$ cat config.mk
export PLATFORM = sky130hd
export DESIGN_NAME = sdram_burst_colgen
export DESIGN_NICKNAME = d
export VERILOG_FILES = /design/src/rtl/colgen_pkg.sv /design/src/rtl/colgen_len_decode.sv /design/src/rtl/colgen_order.sv /design/src/rtl/colgen_beat_ctr.sv /design/src/rtl/sdram_burst_colgen.sv
export SDC_FILE = /design/constraint.sdc
export NUM_CORES = 1
export LEC_CHECK = 0
export ABC_AREA = 1
export ABC_CLOCK_PERIOD_IN_PS = 3830
export BUFFER_PORTS_ARGS = -buffer_cell sky130_fd_sc_hd__buf_2
export CAP_MARGIN = 25
export CORE_MARGIN = 5
export CORE_UTILIZATION = 55
export DETAILED_ROUTE_END_ITERATION = 6
export HOLD_SLACK_MARGIN = 0.12
export PLACE_DENSITY_LB_ADDON = 0.15
export SLEW_MARGIN = 20
export SYNTH_ARGS = -nofsm -noshare
export SYNTH_HDL_FRONTEND = slang
export SYNTH_SLANG_ARGS = --single-unit
export TNS_END_PERCENT = 50
$ cat constraint.sdc
create_clock -name clk -period 3.83 [get_ports clk]
set_input_delay 0.766 -clock clk [delete_from_list [all_inputs] [get_ports clk]]
set_output_delay 0.766 -clock clk [all_outputs]
set_load 0.02 [all_outputs]
$ cat src/rtl/colgen_pkg.sv
package colgen_pkg;
  localparam logic [2:0] BLEN_ONE   = 3'd0;
  localparam logic [2:0] BLEN_TWO   = 3'd1;
  localparam logic [2:0] BLEN_FOUR  = 3'd2;
  localparam logic [2:0] BLEN_EIGHT = 3'd3;
  localparam logic [2:0] BLEN_PAGE  = 3'd7;

  // number of low column bits that take part in a fixed burst
  function automatic logic [1:0] fixed_log2(input logic [2:0] code);
    case (code)
      BLEN_TWO:   fixed_log2 = 2'd1;
      BLEN_FOUR:  fixed_log2 = 2'd2;
      BLEN_EIGHT: fixed_log2 = 2'd3;
      default:    fixed_log2 = 2'd0;
    endcase
  endfunction
endpackage

$ cat src/rtl/colgen_len_decode.sv
module colgen_len_decode #(
  parameter int COL_W = 8
) (
  input  logic [2:0]       code_i,
  output logic [COL_W-1:0] mask_o,
  output logic             full_o
);
  import colgen_pkg::*;

  logic [1:0] span;
  assign span   = fixed_log2(code_i);
  assign full_o = (code_i == BLEN_PAGE);

  // bit b of the column moves within the burst when it lies below the span
  for (genvar b = 0; b < COL_W; b++) begin : g_mask
    assign mask_o[b] = full_o | (int'(span) > b);
  end
endmodule

$ cat src/rtl/colgen_order.sv
module colgen_order #(
  parameter int COL_W = 8
) (
  input  logic [COL_W-1:0] base_i,
  input  logic [COL_W-1:0] beat_i,
  input  logic [COL_W-1:0] mask_i,
  input  logic             xor_i,
  output logic [COL_W-1:0] col_o
);
  logic [COL_W-1:0] seq_col;
  logic [COL_W-1:0] ilv_col;

  assign seq_col = base_i + beat_i;
  assign ilv_col = base_i ^ beat_i;

  for (genvar b = 0; b < COL_W; b++) begin : g_bit
    assign col_o[b] = mask_i[b] ? (xor_i ? ilv_col[b] : seq_col[b]) : base_i[b];
  end
endmodule

$ cat src/rtl/colgen_beat_ctr.sv
module colgen_beat_ctr #(
  parameter int COL_W = 8
) (
  input  logic             clk,
  input  logic             rst,
  input  logic             load_i,
  input  logic             load_single_i,
  input  logic             adv_i,
  input  logic [COL_W-1:0] final_beat_i,
  input  logic             full_i,
  output logic [COL_W-1:0] beat_nxt_o,
  output logic             last_o
);
  logic [COL_W-1:0] beat_q;

  assign beat_nxt_o = beat_q + 1'b1;

  always_ff @(posedge clk) begin
    if (rst) begin
      beat_q <= '0;
      last_o <= 1'b0;
    end else if (load_i) begin
      beat_q <= '0;
      last_o <= load_single_i;
    end else if (adv_i) begin
      beat_q <= beat_nxt_o;
      last_o <= !full_i && (beat_nxt_o == final_beat_i);
    end
  end
endmodule

$ cat src/rtl/sdram_burst_colgen.sv
module sdram_burst_colgen #(
  parameter int COL_W = 8
) (
  input  logic             clk,
  input  logic             rst,
  input  logic             start_i,
  input  logic [COL_W-1:0] start_col_i,
  input  logic [2:0]       burst_len_i,
  input  logic             burst_type_i,
  input  logic             hold_i,
  input  logic             stop_i,
  output logic [COL_W-1:0] col_o,
  output logic             valid_o,
  output logic             last_o
);
  logic [COL_W-1:0] dec_mask;
  logic             dec_full;
  logic [COL_W-1:0] base_q;
  logic [COL_W-1:0] mask_q;
  logic             full_q;
  logic             xor_q;
  logic [COL_W-1:0] beat_nxt;
  logic [COL_W-1:0] col_nxt;
  logic             last_q;
  logic             take;
  logic             load;
  logic             adv;
  logic             finish;

  colgen_len_decode #(.COL_W(COL_W)) u_dec (
    .code_i (burst_len_i),
    .mask_o (dec_mask),
    .full_o (dec_full)
  );

  assign take   = !hold_i;
  assign last_o = valid_o && (last_q || (stop_i && take));
  assign load   = take && start_i;
  assign adv    = take && valid_o && !last_o && !start_i;
  assign finish = take && last_o && !start_i;

  colgen_beat_ctr #(.COL_W(COL_W)) u_ctr (
    .clk           (clk),
    .rst           (rst),
    .load_i        (load),
    .load_single_i (!dec_full && (dec_mask == '0)),
    .adv_i         (adv),
    .final_beat_i  (mask_q),
    .full_i        (full_q),
    .beat_nxt_o    (beat_nxt),
    .last_o        (last_q)
  );

  colgen_order #(.COL_W(COL_W)) u_ord (
    .base_i (base_q),
    .beat_i (beat_nxt),
    .mask_i (mask_q),
    .xor_i  (xor_q),
    .col_o  (col_nxt)
  );

  always_ff @(posedge clk) begin
    if (rst) begin
      base_q  <= '0;
      mask_q  <= '0;
      full_q  <= 1'b0;
      xor_q   <= 1'b0;
      col_o   <= '0;
      valid_o <= 1'b0;
    end else if (load) begin
      base_q  <= start_col_i;
      mask_q  <= dec_mask;
      full_q  <= dec_full;
      xor_q   <= burst_type_i && !dec_full;
      col_o   <= start_col_i;
      valid_o <= 1'b1;
    end else if (adv) begin
      col_o   <= col_nxt;
    end else if (finish) begin
      valid_o <= 1'b0;
    end
  end
endmodule

==> results of run 1 <==
cell type report:
cell class	count	area (um^2)	share of cell area, %
clock buffers	6	41.3	2.03
inverters	40	153	7.49
flip-flops and latches	31	621	30.4
multi-input cells	190	1030	50.3
repair buffers	26	130	6.38
clock inverters	2	12.5	0.614
well taps	44	55.1	2.70
placed cells by master, fill, tap and decap left out:
cell / n
sky130_fd_sc_hd__a21oi_1: 29
sky130_fd_sc_hd__a21oi_4: 1
sky130_fd_sc_hd__a31oi_1: 2
sky130_fd_sc_hd__buf_2: 26
sky130_fd_sc_hd__clkbuf_1: 1
sky130_fd_sc_hd__clkbuf_4: 5
sky130_fd_sc_hd__clkinv_1: 1
sky130_fd_sc_hd__clkinv_2: 1
sky130_fd_sc_hd__clkinvlp_4: 1
sky130_fd_sc_hd__dfxtp_1: 31
sky130_fd_sc_hd__fa_1: 1
sky130_fd_sc_hd__ha_1: 10
sky130_fd_sc_hd__inv_1: 33
sky130_fd_sc_hd__inv_2: 5
sky130_fd_sc_hd__inv_4: 1
sky130_fd_sc_hd__nand2_1: 59
sky130_fd_sc_hd__nand2_4: 1
sky130_fd_sc_hd__nand3_1: 12
sky130_fd_sc_hd__nand4_1: 2
sky130_fd_sc_hd__nand4_4: 1
sky130_fd_sc_hd__nor2_1: 27
sky130_fd_sc_hd__nor2_2: 1
sky130_fd_sc_hd__nor3_1: 1
sky130_fd_sc_hd__o211ai_1: 2
sky130_fd_sc_hd__o21a_1: 1
sky130_fd_sc_hd__o21ai_0: 21
sky130_fd_sc_hd__o21ai_1: 4
sky130_fd_sc_hd__o21bai_1: 1
sky130_fd_sc_hd__o22ai_1: 3
sky130_fd_sc_hd__o311ai_1: 1
sky130_fd_sc_hd__or2_1: 1
sky130_fd_sc_hd__xnor2_1: 2
sky130_fd_sc_hd__xor2_1: 7
worst paths after layout:
kind / start / endpoint / slack [ns] / cells after the start
worst min-delay path: base_q[7] / base_q[7] / 0.51 / 2
worst min register to register: base_q[7] / base_q[7] / 0.51 / 2
worst max register to register: u_ctr.beat_q[0] / col_o[7] / 1.50 / 16
worst max-delay path: u_ctr.beat_q[0] / col_o[7] / 1.50 / 16
per-stage QoR:
step / area [um^2] / power [mW] / utilization [%] / setup slack (ns)
after floorplan: 1820 / 0.429 / - / 1.82
after CTS: 2040 / 0.652 / 65.7 / 1.51
after detailed placement: 1980 / 0.465 / 64.0 / 1.35
after global routing: 2040 / 0.687 / 65.7 / 1.28
final: 2040 / 0.647 / 65.7 / 1.50
after global placement: 1980 / 0.463 / 64.0 / 1.34
worst max-delay path, stage by stage, from the launching register on:
cell,delay (ns)
sky130_fd_sc_hd__dfxtp_1,0.41
sky130_fd_sc_hd__ha_1,0.20
sky130_fd_sc_hd__nand2_1,0.07
sky130_fd_sc_hd__inv_1,0.09
sky130_fd_sc_hd__nand3_1,0.09
sky130_fd_sc_hd__xor2_1,0.30
sky130_fd_sc_hd__ha_1,0.33
sky130_fd_sc_hd__nand2_1,0.11
sky130_fd_sc_hd__inv_1,0.05
sky130_fd_sc_hd__a21oi_1,0.13
sky130_fd_sc_hd__nand2_1,0.08
sky130_fd_sc_hd__nand2_1,0.06
sky130_fd_sc_hd__nand2_1,0.06
sky130_fd_sc_hd__nand2_1,0.08
sky130_fd_sc_hd__nand2_1,0.06
sky130_fd_sc_hd__nand2_1,0.06
sky130_fd_sc_hd__a21oi_1,0.06
per-layer routing:
metal	part of all wire [%]	global-route usage [%]
met2	45	34.6
met5	0	0
met4	1.6	9.37
met3	6.7	5.82
met1	46	28.3
logic make-up after synthesis:
group	after synthesis	share of synthesized area, %
xor+xnor	9	4.34
compound gates	65	19.6
simple gates	105	24.5
buf+inv	44	9.37
flops	31	34.2
fa+ha+maj	11	7.99
flip-flops by register name (all words and copies together) (netlist names):
signal,count
base_q,8
valid_o,1
xor_q,1
u_ctr.last_o,1
mask_q,4
col_o,8
u_ctr.beat_q,8
report_power, final:
part | internal, mW | switching (mW) | total [mW]
sequential | 0.338 | 0.0125 | 0.351
combinational | 0.0381 | 0.0692 | 0.107
clock | 0.0707 | 0.118 | 0.189
total | 0.447 | 0.200 | 0.647
==> impl_metrics.json, run 1 <==
{
  "status": "finished, final reports clean",
  "num_io_pins": 27,
  "post_synth_main_area_contributors": "sky130_fd_sc_hd__dfxtp_1, sky130_fd_sc_hd__nand2_1, sky130_fd_sc_hd__a21oi_1",
  "grt_max_degree": 15,
  "wire_per_inst_um": 12.8,
  "clock_sinks": 31,
  "mappedNetlistArea_mm2": 0.00182,
  "synth_warnings": 0,
  "final_antenna_violating_net_count": 0,
  "setup_violations": 0,
  "post_drt_via_cell_ratio": 5.18,
  "async_flop_share_pct": 0,
  "critical_path.endpoint_type": "register",
  "grt_pass1_vias": 1724,
  "cts.path.max_buffers": 2,
  "detailed_place_hpwl_um": 3330,
  "dr.pass1.iters": 5,
  "max_slew.worst_pin.slew_ns": 0.613,
  "drv.max_cap_violation_count": 0,
  "floorplan.initialDensity_pct": 58.5,
  "final_layout_size_suffix_gt1_share_pct": 14.6,
  "fp.dieH_um": 67.5,
  "gp_routability_congestion": 0.864,
  "cells_after_synthesis": 265,
  "cts_resized": 0,
  "grt_antenna_before_repair": 0,
  "hold_path.class": "register to register",
  "first_pass_grt_wire_length_um": 7500,
  "slew_headroom_pct": 59.1,
  "synth_seq_area_share_pct": 34.2,
  "cp.required_ns": 4.07,
  "synth_area_per_cell_um2": 6.86,
  "worstSetupPathType": "register to register",
  "synthDistinctLibCells": 30,
  "finish.net_count": 322,
  "clock_slew_seen_by_the_registers_of_the_worst_setup_and_hold_paths_ns": 0.10,
  "ir_drop_v": 0.000236,
  "cts_tree": "yes",
  "worst_hold_margin_ns": 0.508,
  "core.rowCount": 20,
  "grt_util_all_layers_pct": 22.0,
  "cts-htree-levels": 2,
  "postCtsSetupBuffers": 0,
  "cp.arrival_ns": 2.57,
  "filler_cell_count": 300,
  "finalHoldViolCount": 0,
  "die_w_um": 67.5,
  "grt_setup_unrepaired": "false",
  "postRouteWirelength_um": 4330,
  "power.density_cell_area_mw_per_mm2": 317,
  "synth_enable_flop_cells": 0,
  "final_cell_count_no_fill": 339,
  "numCtsBuffers": 5,
  "yosys-top-cells-count": "sky130_fd_sc_hd__nand2_1, sky130_fd_sc_hd__inv_1, sky130_fd_sc_hd__dfxtp_1",
  "post-synth-top-count-cell": "sky130_fd_sc_hd__nand2_1",
  "place_inst": 331,
  "critical_path_startpoint_category": "register",
  "fmax_mhz": 430,
  "critical_path.max_fanout": 4,
  "netlist.area_leader.share_pct": 34.2,
  "placeableCoreArea_mm2": 0.00310,
  "setup_total_negative_slack_ns": 0,
  "synthFlopType": "sky130_fd_sc_hd__dfxtp_1",
  "route.detailed.drc": 0,
  "timing_max_transition_violations_final": 0,
  "buffer_ports.inserted": 26,
  "fin_crit_ns": 2.33,
  "drt_iter0_markers": 119,
  "diodes": 0,
  "clkLatencyLatePin_ns": 0.34,
  "die_area_mm2": 0.00455,
  "flow.area_growth_from_synthesis_pct": 12.2,
  "post-route-period-util_pct": 60.7,
  "synthDominantAreaCellType": "sky130_fd_sc_hd__dfxtp_1",
  "clock_tree_skew_after_final_layout_ns": 0.00927,
  "grt_overflow_total": 0,
  "synth_seq_cells": 31,
  "clock_root_buffer": "sky130_fd_sc_hd__clkbuf_4",
  "power_leakage_nw": 1.03,
  "synth.net_count": 293,
  "route.vias.total": 1757,
  "holdBufCountCts": 0
}
(Power assumes the default switching activity.)
==> run 2, diff against run 1 <==
- ABC_AREA: 1 -> 0
- ABC_CLOCK_PERIOD_IN_PS: 3830 -> 1900
- CORE_UTILIZATION: 55 -> 51
- clock period: 3.83 -> 1.9 ns (I/O delays scaled with it)
==> impl_metrics.json, run 2 <==
{
  "power.density_cell_area_mw_per_mm2": 574,
  "cp.required_ns": 2.12,
  "setup_violations": 7,
  "wire_per_inst_um": 13.1,
  "detailed_place_hpwl_um": 3330,
  "netlist.area_leader.share_pct": 34.5,
  "die_w_um": 69.4,
  "grt_max_degree": 19,
  "timing.critical_path.from": "u_ctr.beat_q[0]",
  "flow.area_growth_from_synthesis_pct": 28.6,
  "cp.arrival_ns": 2.43,
  "timing_max_transition_violations_final": 0,
  "synth.net_count": 258,
  "mappedNetlistArea_mm2": 0.00180,
  "critical_path.max_fanout": 4,
  "largest_registers": "base_q x8, col_o x8, u_ctr.beat_q x8",
  "dr.pass1.iters": 4,
  "post_synth_main_area_contributors": "sky130_fd_sc_hd__dfxtp_1, sky130_fd_sc_hd__nand2_1, sky130_fd_sc_hd__a21oi_1",
  "clock_sinks": 31,
  "hold_path.class": "input pin to register",
  "synth_seq_cells": 31,
  "grt_antenna_before_repair": 0,
  "floorplan.initialDensity_pct": 53.4,
  "post-route-period-util_pct": 116,
  "filler_cell_count": 291,
  "postRouteWirelength_um": 4350,
  "num_io_pins": 27,
  "gp_routability_congestion": 0.876,
  "post-route-worst-setup-slack_ns": -0.302,
  "post-synth-top-count-cell": "sky130_fd_sc_hd__nand2_1",
  "synth_warnings": 0,
  "route.vias.total": 1744,
  "buffer_ports.inserted": 26,
  "synthDistinctLibCells": 35,
  "violated_checks": "negative setup slack",
  "grt_overflow_total": 0,
  "yosys-top-cells-count": "sky130_fd_sc_hd__nand2_1, sky130_fd_sc_hd__dfxtp_1, sky130_fd_sc_hd__a21oi_1, sky130_fd_sc_hd__nor2_1, sky130_fd_sc_hd__xor2_1",
  "placeableCoreArea_mm2": 0.00336,
  "layout_common_cells": "sky130_fd_sc_hd__nand2_1, sky130_fd_sc_hd__buf_4, sky130_fd_sc_hd__dfxtp_1",
  "die_area_mm2": 0.00481,
  "worstSetupPathType": "register to register",
  "first_pass_grt_wire_length_um": 7230,
  "drt_iter0_markers": 70,
  "clkLatencyLatePin_ns": 0.34,
  "cts.path.max_buffers": 2,
  "diodes": 0,
  "post_drt_via_cell_ratio": 5.25,
  "cts_tree": "yes",
  "power_leakage_nw": 1.00,
  "ir_drop_v": 0.000370,
  "core.rowCount": 21,
  "clock_tree_skew_after_final_layout_ns": 0.00497,
  "critical_path_startpoint_category": "register",
  "route.detailed.drc": 0,
  "max_slew.worst_pin.slew_ns": 0.366,
  "setup_total_negative_slack_ns": -1.09,
  "grt_setup_unrepaired": "true",
  "pre_cts_slack_ns": -0.266,
  "drv.max_cap_violation_count": 0,
  "synth_enable_flop_cells": 0,
  "hold_startpoint": "start_col_i[2]",
  "numCtsBuffers": 5,
  "status": "finished with violations",
  "postCtsSetupBuffers": 0,
  "clock_root_buffer": "sky130_fd_sc_hd__clkbuf_4",
  "synth_seq_area_share_pct": 34.5,
  "clock_slew_seen_by_the_registers_of_the_worst_setup_and_hold_paths_ns": 0.10,
  "final_antenna_violating_net_count": 0,
  "critical_path.endpoint_type": "register",
  "synthFlopType": "sky130_fd_sc_hd__dfxtp_1",
  "fmax_mhz": 454,
  "grt_pass1_vias": 1638,
  "synth_area_per_cell_um2": 7.81,
  "final_layout_size_suffix_gt1_share_pct": 27.6,
  "most_common_cell_after_layout_fill_and_taps_aside": "sky130_fd_sc_hd__nand2_1",
  "crit-reg2reg-launch": "u_ctr.beat_q[0]",
  "finalHoldViolCount": 0,
  "fin_crit_ns": 2.20,
  "holdBufCountCts": 0,
  "finish.net_count": 313,
  "fp.dieH_um": 69.4,
  "synthDominantAreaCellType": "sky130_fd_sc_hd__dfxtp_1",
  "cts-htree-levels": 2,
  "slew_headroom_pct": 75.6,
  "async_flop_share_pct": 0,
  "cells_after_synthesis": 230,
  "grt_util_all_layers_pct": 18.5
}
==> run 2: routing by layer <==
metal / global-route usage, % / share of wire (%) / wire (um)
met5: 0 / 0 / 0
met1: 21.6 / 46 / 2000
met3: 4.78 / 4.9 / 213
met4: 6.51 / 1.4 / 62
met2: 32.3 / 48 / 2070
==> run 2: repair_timing <==
action	in CTS	in global routing
gates cloned	0	0
pin swaps	1	1
endpoints found under the setup margin	7	7
resized for setup	2	0
==> run 2: path summary, 6_finish.rpt <==
| check | to | slack [ns] | cells past startpoint |
|---|---|---|---|
| worst max-delay path | col_o[7] | -0.30 | 11 |
| worst min-delay path | base_q[2] | 0.28 | 3 |
| worst max register to register | col_o[7] | -0.30 | 11 |
| worst min register to register | base_q[7] | 0.49 | 2 |
==> run 2: critical path, cell delays in order (launching register included) <==
cell and delay, ns:
sky130_fd_sc_hd__dfxtp_4 0.39, sky130_fd_sc_hd__ha_4 0.16, sky130_fd_sc_hd__nand3_4 0.10, sky130_fd_sc_hd__nor2_4 0.12, sky130_fd_sc_hd__xor2_2 0.18, sky130_fd_sc_hd__ha_1 0.28
sky130_fd_sc_hd__a21oi_2 0.16, sky130_fd_sc_hd__o211ai_1 0.10, sky130_fd_sc_hd__nand2_1 0.09, sky130_fd_sc_hd__xor2_1 0.09, sky130_fd_sc_hd__a222oi_1 0.32, sky130_fd_sc_hd__o21bai_1 0.11
==> run 2: where the power goes <==
part / internal (mW) / leakage, nW / switching, mW
Sequential: 0.672 / 0.255 / 0.0220
Combinational: 0.0817 / 0.710 / 0.105
Clock: 0.217 / 0.0386 / 0.228
==> run 2: kinds of logic after synthesis <==
family / Yosys count / synth area share (%)
compound gates: 57 / 19.2
xor+xnor: 22 / 10.7
fa+ha+maj: 12 / 8.64
buf+inv: 14 / 3.34
flops: 31 / 34.5
mux: 2 / 1.11
simple gates: 92 / 22.5
==> run 2: stage by stage <==
stage,instance area (um^2),total power [mW],hold WS [ns],util [%],cells
2_1_floorplan,1850,0.819,0.450,-,230
3_3_place_gp,2230,0.892,0.466,66.4,324
3_5_place_dp,2230,0.895,0.474,66.4,324
4_1_cts,2310,1.33,0.273,68.7,332
5_1_grt,2310,1.40,0.278,68.7,332
6_report,2310,1.33,0.281,68.7,332
==> run 2: area by class of cell <==
class                           count  area (um^2)  share of cell area (%)
Multi-Input combinational cell    185         1170                    50.6
Clock buffer                        8         68.8                    2.98
Inverter                            4         15.0                   0.650
Sequential cell                    31          629                    27.2
Tap cell                           46         57.6                    2.49
Timing Repair Buffer               58          370                    16.0
